### config.mk
export PLATFORM = sky130hd
export DESIGN_NAME = ldq_order_guard
export DESIGN_NICKNAME = d
export VERILOG_FILES = /design/src/rtl/lq_pkg.sv /design/src/rtl/lq_cmp_slice.sv /design/src/rtl/lq_oldest_sel.sv /design/src/rtl/lq_free_find.sv /design/src/rtl/ldq_order_guard.sv
export SDC_FILE = /design/constraint.sdc
export NUM_CORES = 2
export LEC_CHECK = 0
export BUFFER_PORTS_ARGS = -buffer_cell sky130_fd_sc_hd__buf_2
export CORE_ASPECT_RATIO = 2
export CORE_MARGIN = 4
export CORE_UTILIZATION = 50
export CTS_CLUSTER_DIAMETER = 200
export DETAILED_ROUTE_END_ITERATION = 16
export PLACE_DENSITY = 0.66
export SLEW_MARGIN = 20
export SYNTH_ARGS = -nofsm -noshare
export SYNTH_HDL_FRONTEND = slang
export SYNTH_HIERARCHICAL = 1
export SYNTH_SLANG_ARGS = --single-unit
### constraint.sdc
create_clock -name clk_i -period 66.2 [get_ports clk_i]
set_clock_uncertainty 0.2 [all_clocks]
set_input_delay 9.93 -clock clk_i [delete_from_list [all_inputs] [get_ports clk_i]]
set_output_delay 9.93 -clock clk_i [all_outputs]
set_load 0.1 [all_outputs]
### src/rtl/lq_pkg.sv
package lq_pkg;
  typedef enum logic {K_LD = 1'b0, K_ST = 1'b1} kind_e;

  // a younger than b, modulo 2^w
  function automatic logic age_younger(logic [31:0] a, logic [31:0] b, int unsigned w);
    logic [31:0] d;
    logic [31:0] m;
    m = (w >= 32) ? 32'hFFFF_FFFF : ((32'd1 << w) - 32'd1);
    d = (a - b) & m;
    return (d != 32'd0) && !d[w-1];
  endfunction
endpackage

### src/rtl/lq_cmp_slice.sv
module lq_cmp_slice #(
  parameter int unsigned QA_W   = 37,
  parameter int unsigned MASK_W = 8,
  parameter int unsigned AGE_W  = 6
) (
  input  logic              slot_valid_i,
  input  logic [QA_W-1:0]   slot_qaddr_i,
  input  logic [MASK_W-1:0] slot_mask_i,
  input  logic [AGE_W-1:0]  slot_age_i,
  input  logic [QA_W-1:0]   probe_qaddr_i,
  input  logic [MASK_W-1:0] probe_mask_i,
  input  logic [AGE_W-1:0]  probe_age_i,
  output logic              hit_o
);
  logic same_qw, overlap, younger;

  assign same_qw = (slot_qaddr_i == probe_qaddr_i);
  assign overlap = |(slot_mask_i & probe_mask_i);
  assign younger = lq_pkg::age_younger(32'(slot_age_i), 32'(probe_age_i), AGE_W);
  assign hit_o   = slot_valid_i && same_qw && overlap && younger;
endmodule

### src/rtl/lq_oldest_sel.sv
module lq_oldest_sel #(
  parameter int unsigned DEPTH = 16,
  parameter int unsigned AGE_W = 6
) (
  input  logic [DEPTH-1:0]            hit_i,
  input  logic [DEPTH-1:0][AGE_W-1:0] age_i,
  output logic                        found_o,
  output logic [AGE_W-1:0]            age_o
);
  always_comb begin
    found_o = 1'b0;
    age_o   = '0;
    for (int i = 0; i < DEPTH; i++) begin
      if (hit_i[i] && (!found_o ||
          lq_pkg::age_younger(32'(age_o), 32'(age_i[i]), AGE_W))) begin
        found_o = 1'b1;
        age_o   = age_i[i];
      end
    end
  end
endmodule

### src/rtl/lq_free_find.sv
module lq_free_find #(
  parameter int unsigned DEPTH = 16,
  localparam int unsigned IDX_W = (DEPTH > 1) ? $clog2(DEPTH) : 1
) (
  input  logic [DEPTH-1:0] valid_i,
  output logic [IDX_W-1:0] free_idx_o,
  output logic             full_o
);
  assign full_o = &valid_i;

  always_comb begin
    free_idx_o = '0;
    for (int i = DEPTH - 1; i >= 0; i--) begin
      if (!valid_i[i]) free_idx_o = IDX_W'(i);
    end
  end
endmodule

### src/rtl/ldq_order_guard.sv
module ldq_order_guard #(
  parameter int unsigned DEPTH  = 16,
  parameter int unsigned QA_W   = 37,
  parameter int unsigned MASK_W = 8,
  parameter int unsigned AGE_W  = 6,
  localparam int unsigned IDX_W = (DEPTH > 1) ? $clog2(DEPTH) : 1
) (
  input  logic              clk_i,
  input  logic              rst_ni,
  input  logic              iss_valid_i,
  input  logic              iss_is_store_i,
  input  logic [QA_W-1:0]   iss_qaddr_i,
  input  logic [MASK_W-1:0] iss_mask_i,
  input  logic [AGE_W-1:0]  iss_age_i,
  input  logic              ret_valid_i,
  input  logic [AGE_W-1:0]  ret_age_i,
  input  logic              flush_i,
  input  logic [AGE_W-1:0]  flush_age_i,
  output logic              lq_full_o,
  output logic              rpl_full_o,
  output logic [AGE_W-1:0]  rpl_age_o,
  output logic              trap_valid_o,
  output logic              trap_is_st_o,
  output logic [AGE_W-1:0]  trap_age_o
);
  import lq_pkg::*;

  logic [DEPTH-1:0]             valid_q;
  logic [DEPTH-1:0][QA_W-1:0]   qaddr_q;
  logic [DEPTH-1:0][MASK_W-1:0] mask_q;
  logic [DEPTH-1:0][AGE_W-1:0]  age_q;

  logic [DEPTH-1:0] hit;
  logic [DEPTH-1:0] kill;
  logic [IDX_W-1:0] free_idx;
  logic             full;
  logic             found;
  logic [AGE_W-1:0] oldest_age;
  kind_e            kind;
  logic             live, do_alloc, do_cmp, det;

  assign kind     = kind_e'(iss_is_store_i);
  assign live     = iss_valid_i && !flush_i;
  assign rpl_full_o = live && (kind == K_LD) && full;
  assign rpl_age_o  = iss_age_i;
  assign do_cmp   = live && !rpl_full_o;
  assign do_alloc = do_cmp && (kind == K_LD);
  assign det      = do_cmp && found;
  assign lq_full_o = full;

  for (genvar g = 0; g < DEPTH; g++) begin : g_slot
    lq_cmp_slice #(.QA_W(QA_W), .MASK_W(MASK_W), .AGE_W(AGE_W)) u_cmp (
      .slot_valid_i  (valid_q[g]),
      .slot_qaddr_i  (qaddr_q[g]),
      .slot_mask_i   (mask_q[g]),
      .slot_age_i    (age_q[g]),
      .probe_qaddr_i (iss_qaddr_i),
      .probe_mask_i  (iss_mask_i),
      .probe_age_i   (iss_age_i),
      .hit_o         (hit[g])
    );

    // retire by exact age; flush at or after flush_age
    assign kill[g] = valid_q[g] && (
        (ret_valid_i && age_q[g] == ret_age_i) ||
        (flush_i && (age_q[g] == flush_age_i ||
                     age_younger(32'(age_q[g]), 32'(flush_age_i), AGE_W))));

    always_ff @(posedge clk_i or negedge rst_ni) begin
      if (!rst_ni) begin
        valid_q[g] <= 1'b0;
        qaddr_q[g] <= '0;
        mask_q[g]  <= '0;
        age_q[g]   <= '0;
      end else if (do_alloc && free_idx == IDX_W'(g)) begin
        valid_q[g] <= 1'b1;
        qaddr_q[g] <= iss_qaddr_i;
        mask_q[g]  <= iss_mask_i;
        age_q[g]   <= iss_age_i;
      end else if (kill[g]) begin
        valid_q[g] <= 1'b0;
      end
    end
  end

  lq_oldest_sel #(.DEPTH(DEPTH), .AGE_W(AGE_W)) u_sel (
    .hit_i   (hit),
    .age_i   (age_q),
    .found_o (found),
    .age_o   (oldest_age)
  );

  lq_free_find #(.DEPTH(DEPTH)) u_free (
    .valid_i    (valid_q),
    .free_idx_o (free_idx),
    .full_o     (full)
  );

  always_ff @(posedge clk_i or negedge rst_ni) begin
    if (!rst_ni) begin
      trap_valid_o <= 1'b0;
      trap_is_st_o <= 1'b0;
      trap_age_o   <= '0;
    end else begin
      trap_valid_o <= det;
      if (det) begin
        trap_is_st_o <= (kind == K_ST);
        trap_age_o   <= oldest_age;
      end
    end
  end
endmodule

# After elaboration in Yosys (flattened, before gate mapping)
# Index checks and enable logic that the tools add are counted.
[word_totals]
out_inout_bits = 16
elab_cells = 646
ff_bits = 840
in_bits = 69
[classes]
n_mux = 80
n_reduce_logical = 372
bitwise_logic = 17
add_sub_neg = 47
eq_ne = 63
[op_table]
columns = ["operator", "n"]
rows = [
  ["$reduce_bool 32->1", 47],
  ["$eq 37x37->1", 16],
  ["$sub 6x6->6", 47],
  ["$eq 6x6->1", 32],
  ["$logic_and 1x1->1", 180],
  ["$and 8x8->8", 16],
  ["$reduce_or 8->1", 16],
  ["$mux 6", 16],
  ["$logic_not 1->1", 64],
  ["$mux 4", 16],
  ["$mux 1", 48],
  ["$logic_or 1x1->1", 47],
  ["$eq 4x4->1 const B", 8],
  ["$reduce_bool 2->1", 16],
  ["$eq 4x3->1 const B", 4],
  ["$reduce_and 16->1", 1],
  ["$eq 4x2->1 const B", 2],
  ["$eq 4x1->1 const B", 1],
  ["$logic_not 4->1", 1],
  ["$not 1->1", 1],
]

# Depth between registers and ports, before layout
[depth]
depth_word = 96
ltp_mapped = 206
ltp_nobuf = 197

# By module
# Netlist, hierarchy kept.
[modules_own_cells]
columns = ["module", "seq_area_each_um2", "instances", "cells_each", "area_each_um2"]
rows = [
  ["ldq_order_guard", 21020.2, 1, 2439, 35590.4],
  ["lq_cmp_slice", 0.0, 16, 86, 685.7],
  ["lq_oldest_sel", 0.0, 1, 903, 6324.8],
  ["lq_free_find", 0.0, 1, 33, 176.4],
]

# Worst setup path after synthesis
# Ideal clock, no wire load.
[synth_path]
path_kind = "input-to-reg"
start = "in iss_age_i[0]"
end = "reg trap_age_o[3]"
t_required_ns = 65.875
path_slack_ns = 20.928
setup_time_ns = 0.125
stages = 190
arrival_ns = 44.946
path_buffers = 8
path_cell_list = "ha_1 > fa_1 > inv_1 > a21o_1 > a21oi_1 > xor2_1 > a2111oi_2 > clkbuf_1 > nand2_1 > ha_1 > inv_1 > fa_1 > nand3_1 > and3_1 > o21ai_0 > o21ai_0 > o22ai_1 > a22o_1 > [... 154 more ...] > o21ai_1 > clkbuf_1 > mux2_2 > ha_1 > nor2b_1 > o21ai_0 > inv_1 > nor3_1 > o21ai_0 > o21ai_0 > a21oi_1 > nor4b_1 > nand2_1 > o2111ai_1 > buf_2 > or3b_1 > o221a_1 > mux2_2"
[synth_via]
elab_cells_between_ends = 218
classes_between = "add/sub: 31; mux: 32; reduce/logical: 155"
[synth_rtl]
columns = ["item", "line", "rtl"]
rows = [
  ["start, declared", "ldq_order_guard.sv:14", "input logic [AGE_W-1:0] iss_age_i,"],
  ["$sub 6x6->6 (*)", "lq_pkg.sv:9", "d = (a - b) & m;"],
  ["$reduce_bool 32->1 / $logic_not 1->1 (equally long branches)", "lq_pkg.sv:10", "return (d != 32'd0) && !d[w-1];"],
  ["$logic_and 1x1->1 (*)", "lq_pkg.sv:10", ""],
  ["$logic_and 1x1->1 (*)", "lq_cmp_slice.sv:20", "assign hit_o = slot_valid_i && same_qw && overlap && younger;"],
  ["net hit[0]", "ldq_order_guard.sv:33", "logic [DEPTH-1:0] hit;"],
  ["$mux 6", "lq_oldest_sel.sv:14", "if (hit_i[i] && (!found_o ||"],
  ["$sub 6x6->6", "lq_pkg.sv:9", ""],
  ["$reduce_bool 32->1 / $logic_not 1->1 (equally long branches)", "lq_pkg.sv:10", ""],
  ["[... 81 more ...]", "--", ""],
  ["$mux 6", "lq_oldest_sel.sv:14", ""],
  ["$sub 6x6->6", "lq_pkg.sv:9", ""],
  ["$reduce_bool 32->1 / $logic_not 1->1 (equally long branches)", "lq_pkg.sv:10", ""],
  ["$logic_and 1x1->1", "lq_pkg.sv:10", ""],
  ["$logic_or 1x1->1", "lq_oldest_sel.sv:14", ""],
  ["$logic_and 1x1->1", "lq_oldest_sel.sv:14", ""],
  ["$mux 6 (*)", "lq_oldest_sel.sv:14", ""],
  ["net oldest_age[3]", "ldq_order_guard.sv:38", "logic [AGE_W-1:0] oldest_age;"],
  ["end signal, assigned", "ldq_order_guard.sv:108", "trap_age_o <= oldest_age;"],
  ["end, declared", "ldq_order_guard.sv:24", "output logic [AGE_W-1:0] trap_age_o"],
]
# Mark *: on every way through the listed nets, which the timed path passes. The rest lies on a longest branch.
# A chain may end at the register's enable or synchronous reset.

# Worst setup path in the final report
[layout_path]
start = "in iss_mask_i[3]"
end = "reg trap_age_o[2]"
[layout_via]
elab_cells_between_ends = 202
classes_between = "add/sub: 15; mux: 32; bitwise: 16; reduce/logical: 139"
[layout_rtl]
columns = ["item", "line", "rtl"]
rows = [
  ["start, declared", "ldq_order_guard.sv:13", "input logic [MASK_W-1:0] iss_mask_i,"],
  ["$and 8x8->8 (*)", "lq_cmp_slice.sv:18", "assign overlap = |(slot_mask_i & probe_mask_i);"],
  ["$reduce_or 8->1 (*)", "lq_cmp_slice.sv:18", ""],
  ["$logic_and 1x1->1 (*) (2 in series)", "lq_cmp_slice.sv:20", ""],
  ["net hit[0]", "ldq_order_guard.sv:33", ""],
  ["$mux 6", "lq_oldest_sel.sv:14", ""],
  ["$sub 6x6->6", "lq_pkg.sv:9", ""],
  ["$reduce_bool 32->1 / $logic_not 1->1 (equally long branches)", "lq_pkg.sv:10", ""],
  ["$logic_and 1x1->1", "lq_pkg.sv:10", ""],
  ["[... 80 more ...]", "--", ""],
  ["$mux 6", "lq_oldest_sel.sv:14", ""],
  ["$sub 6x6->6", "lq_pkg.sv:9", ""],
  ["$reduce_bool 32->1 / $logic_not 1->1 (equally long branches)", "lq_pkg.sv:10", ""],
  ["$logic_and 1x1->1", "lq_pkg.sv:10", ""],
  ["$logic_or 1x1->1", "lq_oldest_sel.sv:14", ""],
  ["$logic_and 1x1->1", "lq_oldest_sel.sv:14", ""],
  ["$mux 6 (*)", "lq_oldest_sel.sv:14", ""],
  ["net oldest_age[2]", "ldq_order_guard.sv:38", ""],
]
# Marks and branches as above.

==> results.sh <==
export IMPL_clk_pin_slew_ps=70
export IMPL_criticalPathCategory="input pin to flip-flop"
export IMPL_synth_seq_area_share=0.396
export IMPL_grt_pass1_vias=38865
export IMPL_fmax_ghz=0.0190
export IMPL_critPathMaxStageDelay_ps=1030
export IMPL_multi_input_area_mm2=0.0303
export IMPL_drc=0
export IMPL_grt_pass1_wl_um=237000
export IMPL_drt_total_wl_um=158000
export IMPL_power_frac_seq=0.442
export IMPL_status="complete, no violations"
export IMPL_p_sw_mw=0.431
export IMPL_clk_latency_ps=680
export IMPL_slew_viol_final=0
export IMPL_cts_root_buf="clkbuf_16"
export IMPL_initial_core_util=0.505
export IMPL_design_die_area_mm2=0.112
export IMPL_ys_flop_type="dfrtp_1"
export IMPL_chipHeight_um=469
export IMPL_synth_cell_types=99
export IMPL_fin_area_mm2=0.0578
export IMPL_cts_made_buffers=77
export IMPL_io_buffers=84
export IMPL_holdWs_ps=307
export IMPL_finalHoldViolations=0
export IMPL_synth_avg_cell_area_um2=11.2
export IMPL_hp_class="flip-flop to flip-flop"
export IMPL_cap_viol_max_count=0
export IMPL_grtUsageTotal=0.279
export IMPL_finalSetupViolations=0
export IMPL_dp_hpwl_um=115000
export IMPL_yosysTopAreaCellShare=0.396
export IMPL_antenna_found_initial=2
export IMPL_cts_sinks=840
export IMPL_drive_gt1_frac=0.250
export IMPL_p_leak_nw=26.3
export IMPL_ioPinCount=85
export IMPL_chipWidth_um=238
export IMPL_synth_nets=5086
export IMPL_seq_area_mm2=0.0210
export IMPL_cts_hold_buffers_added=0
export IMPL_p_total_mw=1.42
export IMPL_syn_inst=4751
export IMPL_slew_headroom=0.177
export IMPL_drtAntennaViolNets=0
export IMPL_crit_required_ps=66560
export IMPL_grt_overflow_total=0
export IMPL_cp_max_fo=18
export IMPL_p_clk_frac=0.327
export IMPL_post_cts_buffers=0
export IMPL_fp_coreArea_mm2=0.105
export IMPL_fin_nets=5179
export IMPL_drt_iter0_drc=1954
export IMPL_p_int_mw=0.987
export IMPL_std_cell_rows=168
export IMPL_grt_setup_unrepaired="false"
export IMPL_first_pass_iters=6
export IMPL_p_sw_frac=0.304
export IMPL_grt_max_degree=189
export IMPL_area_growth_pct=8.99
export IMPL_fill_cells=9156
export IMPL_routedWlPerCell_um=25.2
export IMPL_place_area_mm2=0.0553
export IMPL_worst_pin_slew_ps=1220
export IMPL_combinationalPowerShare=0.231
export IMPL_clockBufferDepth=3
export IMPL_viasPerCell=6.08
export IMPL_crit_top_cell="ha_1"
export IMPL_power_density_mw_per_mm2=24.5
export IMPL_syn_area_mm2=0.0531
export IMPL_irDropWorstVdd_uv=19.3
export IMPL_htreeDepth=3
export IMPL_vias=38060
export IMPL_cp_slowest_cell="o31ai_1"
export IMPL_cp_end_kind="flip-flop"
export IMPL_fin_crit_ps=52560
export IMPL_synth_edff_count=0
export IMPL_cts_tree="yes"
export IMPL_cts_resized=0
export IMPL_yosysWarnings=6
export IMPL_gp_congestion=0.949
export IMPL_cp_arrival_ps=52920
export IMPL_synthArstFlopShare=1.00
export IMPL_ys_ff_latch=840
export IMPL_final_util=0.550
export IMPL_yosys_top_cells_area="dfrtp_1, mux2_2, xnor2_1"
export IMPL_min_period_over_period=0.794
export IMPL_tns_ps=0
export IMPL_yosys_area_top_type="dfrtp_1"
export IMPL_cp_start_kind="input pin"
==> cell usage in the layout, fill, tap and decap left out, types with 20 or more instances in the layout <==
| cell type | n |
|---|---|
| a211oi_1 | 32 |
| a21o_1 | 49 |
| a21oi_1 | 136 |
| a221oi_1 | 40 |
| a22o_1 | 38 |
| a31oi_1 | 36 |
| and2_1 | 20 |
| and3_1 | 22 |
| buf_2 | 83 |
| buf_4 | 105 |
| clkbuf_16 | 79 |
| dfrtp_1 | 840 |
| fa_1 | 31 |
| ha_1 | 235 |
| inv_1 | 258 |
| mux2_2 | 821 |
| nand2_1 | 124 |
| nand2b_1 | 28 |
| nand3_1 | 48 |
| nand4_1 | 190 |
| nor2_1 | 110 |
| nor2b_1 | 63 |
| nor3_1 | 55 |
| nor4_1 | 42 |
| o211a_1 | 25 |
| o211ai_1 | 28 |
| o21a_1 | 51 |
| o21ai_0 | 97 |
| o31a_1 | 21 |
| xnor2_1 | 675 |
| xor2_1 | 138 |
==> cells in the mapped netlist, drive strengths merged (8+ instances only) <==
cell type,count
nand2,134
or3,14
o31ai,22
mux2i,10
nor3,60
xnor2,675
nor3b,16
a21o,49
o221a,10
o211a,25
nand3b,13
o21a,51
and3,22
o31a,21
o21ai,105
o211ai,29
a21oi,136
and2,20
buf,89
o21bai,11
a31oi,36
inv,259
fa,31
nor4,60
nand4,190
a211o,11
o41ai,15
nor2b,65
dfrtp,840
a22o,38
nand3,50
ha,235
nor2,113
mux2,825
a2111oi,26
a221oi,40
or2,15
xor2,138
a211oi,36
or4,8
o311ai,9
clkbuf,88
nand2b,28
==> area by class of cell <==
type,instances,area share
antenna,1,0.0000433
tap,1360,0.0294
clock buffer,110,0.0386
sequential,840,0.363
clock inverter,26,0.00569
multi-input combinational,3475,0.524
timing repair buffer,191,0.0218
inverter,259,0.0168
==> routing by layer <==
metal  GRT usage  up-vias  wire [um]
met5           0        -          0
met4       0.190        0      12900
met3      0.0290      441       5220
met2       0.528      929      84000
met1       0.287    19337      55500
li1            -    17353          -
==> cell families (layout without fill, tap and decap cells) <==
| group | after synthesis | count (layout) | share of synthesized area |
|---|---|---|---|
| other | 0 | 1 | 0 |
| adder cells (fa/ha/maj) | 266 | 266 | 0.0671 |
| flip-flops | 840 | 840 | 0.396 |
| multiplexers | 835 | 835 | 0.177 |
| AO/OA/AOI/OAI | 732 | 732 | 0.103 |
| AND/OR/NAND/NOR | 829 | 829 | 0.0889 |
| buffers and inverters | 436 | 586 | 0.0338 |
| XOR/XNOR | 813 | 813 | 0.134 |
==> flip-flops by register name, indices dropped and copies added (netlist names) <==
register	count
qaddr_q	592
mask_q	128
age_q	96
valid_q	16
trap_age_o	6
trap_is_st_o	1
trap_valid_o	1
==> final timing paths <==
check	from	end	slack [ps]	cells after the start
max	iss_mask_i[3]	trap_age_o[2]	13640	173
min	mask_q[47]	mask_q[47]	310	1
max reg2reg	mask_q[3]	trap_age_o[2]	22670	172
min reg2reg	mask_q[47]	mask_q[47]	310	1
max in group asynchronous	rst_ni	trap_age_o[1]	52750	5
min in group asynchronous	rst_ni	qaddr_q[48]	9100	1
==> power groups by stage <==
stage | registers, mW | clock network, mW | logic (mW)
4_1_cts | 0.627 | 0.473 | 0.328
3_5_place_dp | 0.637 | 0 | 0.327
3_3_place_gp | 0.634 | 0 | 0.319
5_1_grt | 0.634 | 0.491 | 0.357
2_1_floorplan | 0.618 | 0 | 0.237
6_report | 0.628 | 0.463 | 0.328
==> metrics by stage <==
step                      std cells  worst slack, ps
after floorplan                4751            20930
after global placement         6125            14730
after detailed placement       6125            13900
after CTS                      6261            14460
after global routing           6262            10310
final                          6262            13640
==> worst max-delay path: cells and delay by family <==
kind / cells / cell delay (ps)
AOI/OAI and AO/OA: 79 / 23370
and+or+nand+nor: 53 / 9900
adders and majority gates: 19 / 6050
xor gates and xnor gates: 9 / 1630
muxes: 4 / 1120
buffers and inverters: 9 / 850
Note: power is estimated with default switching activity, not from simulation.
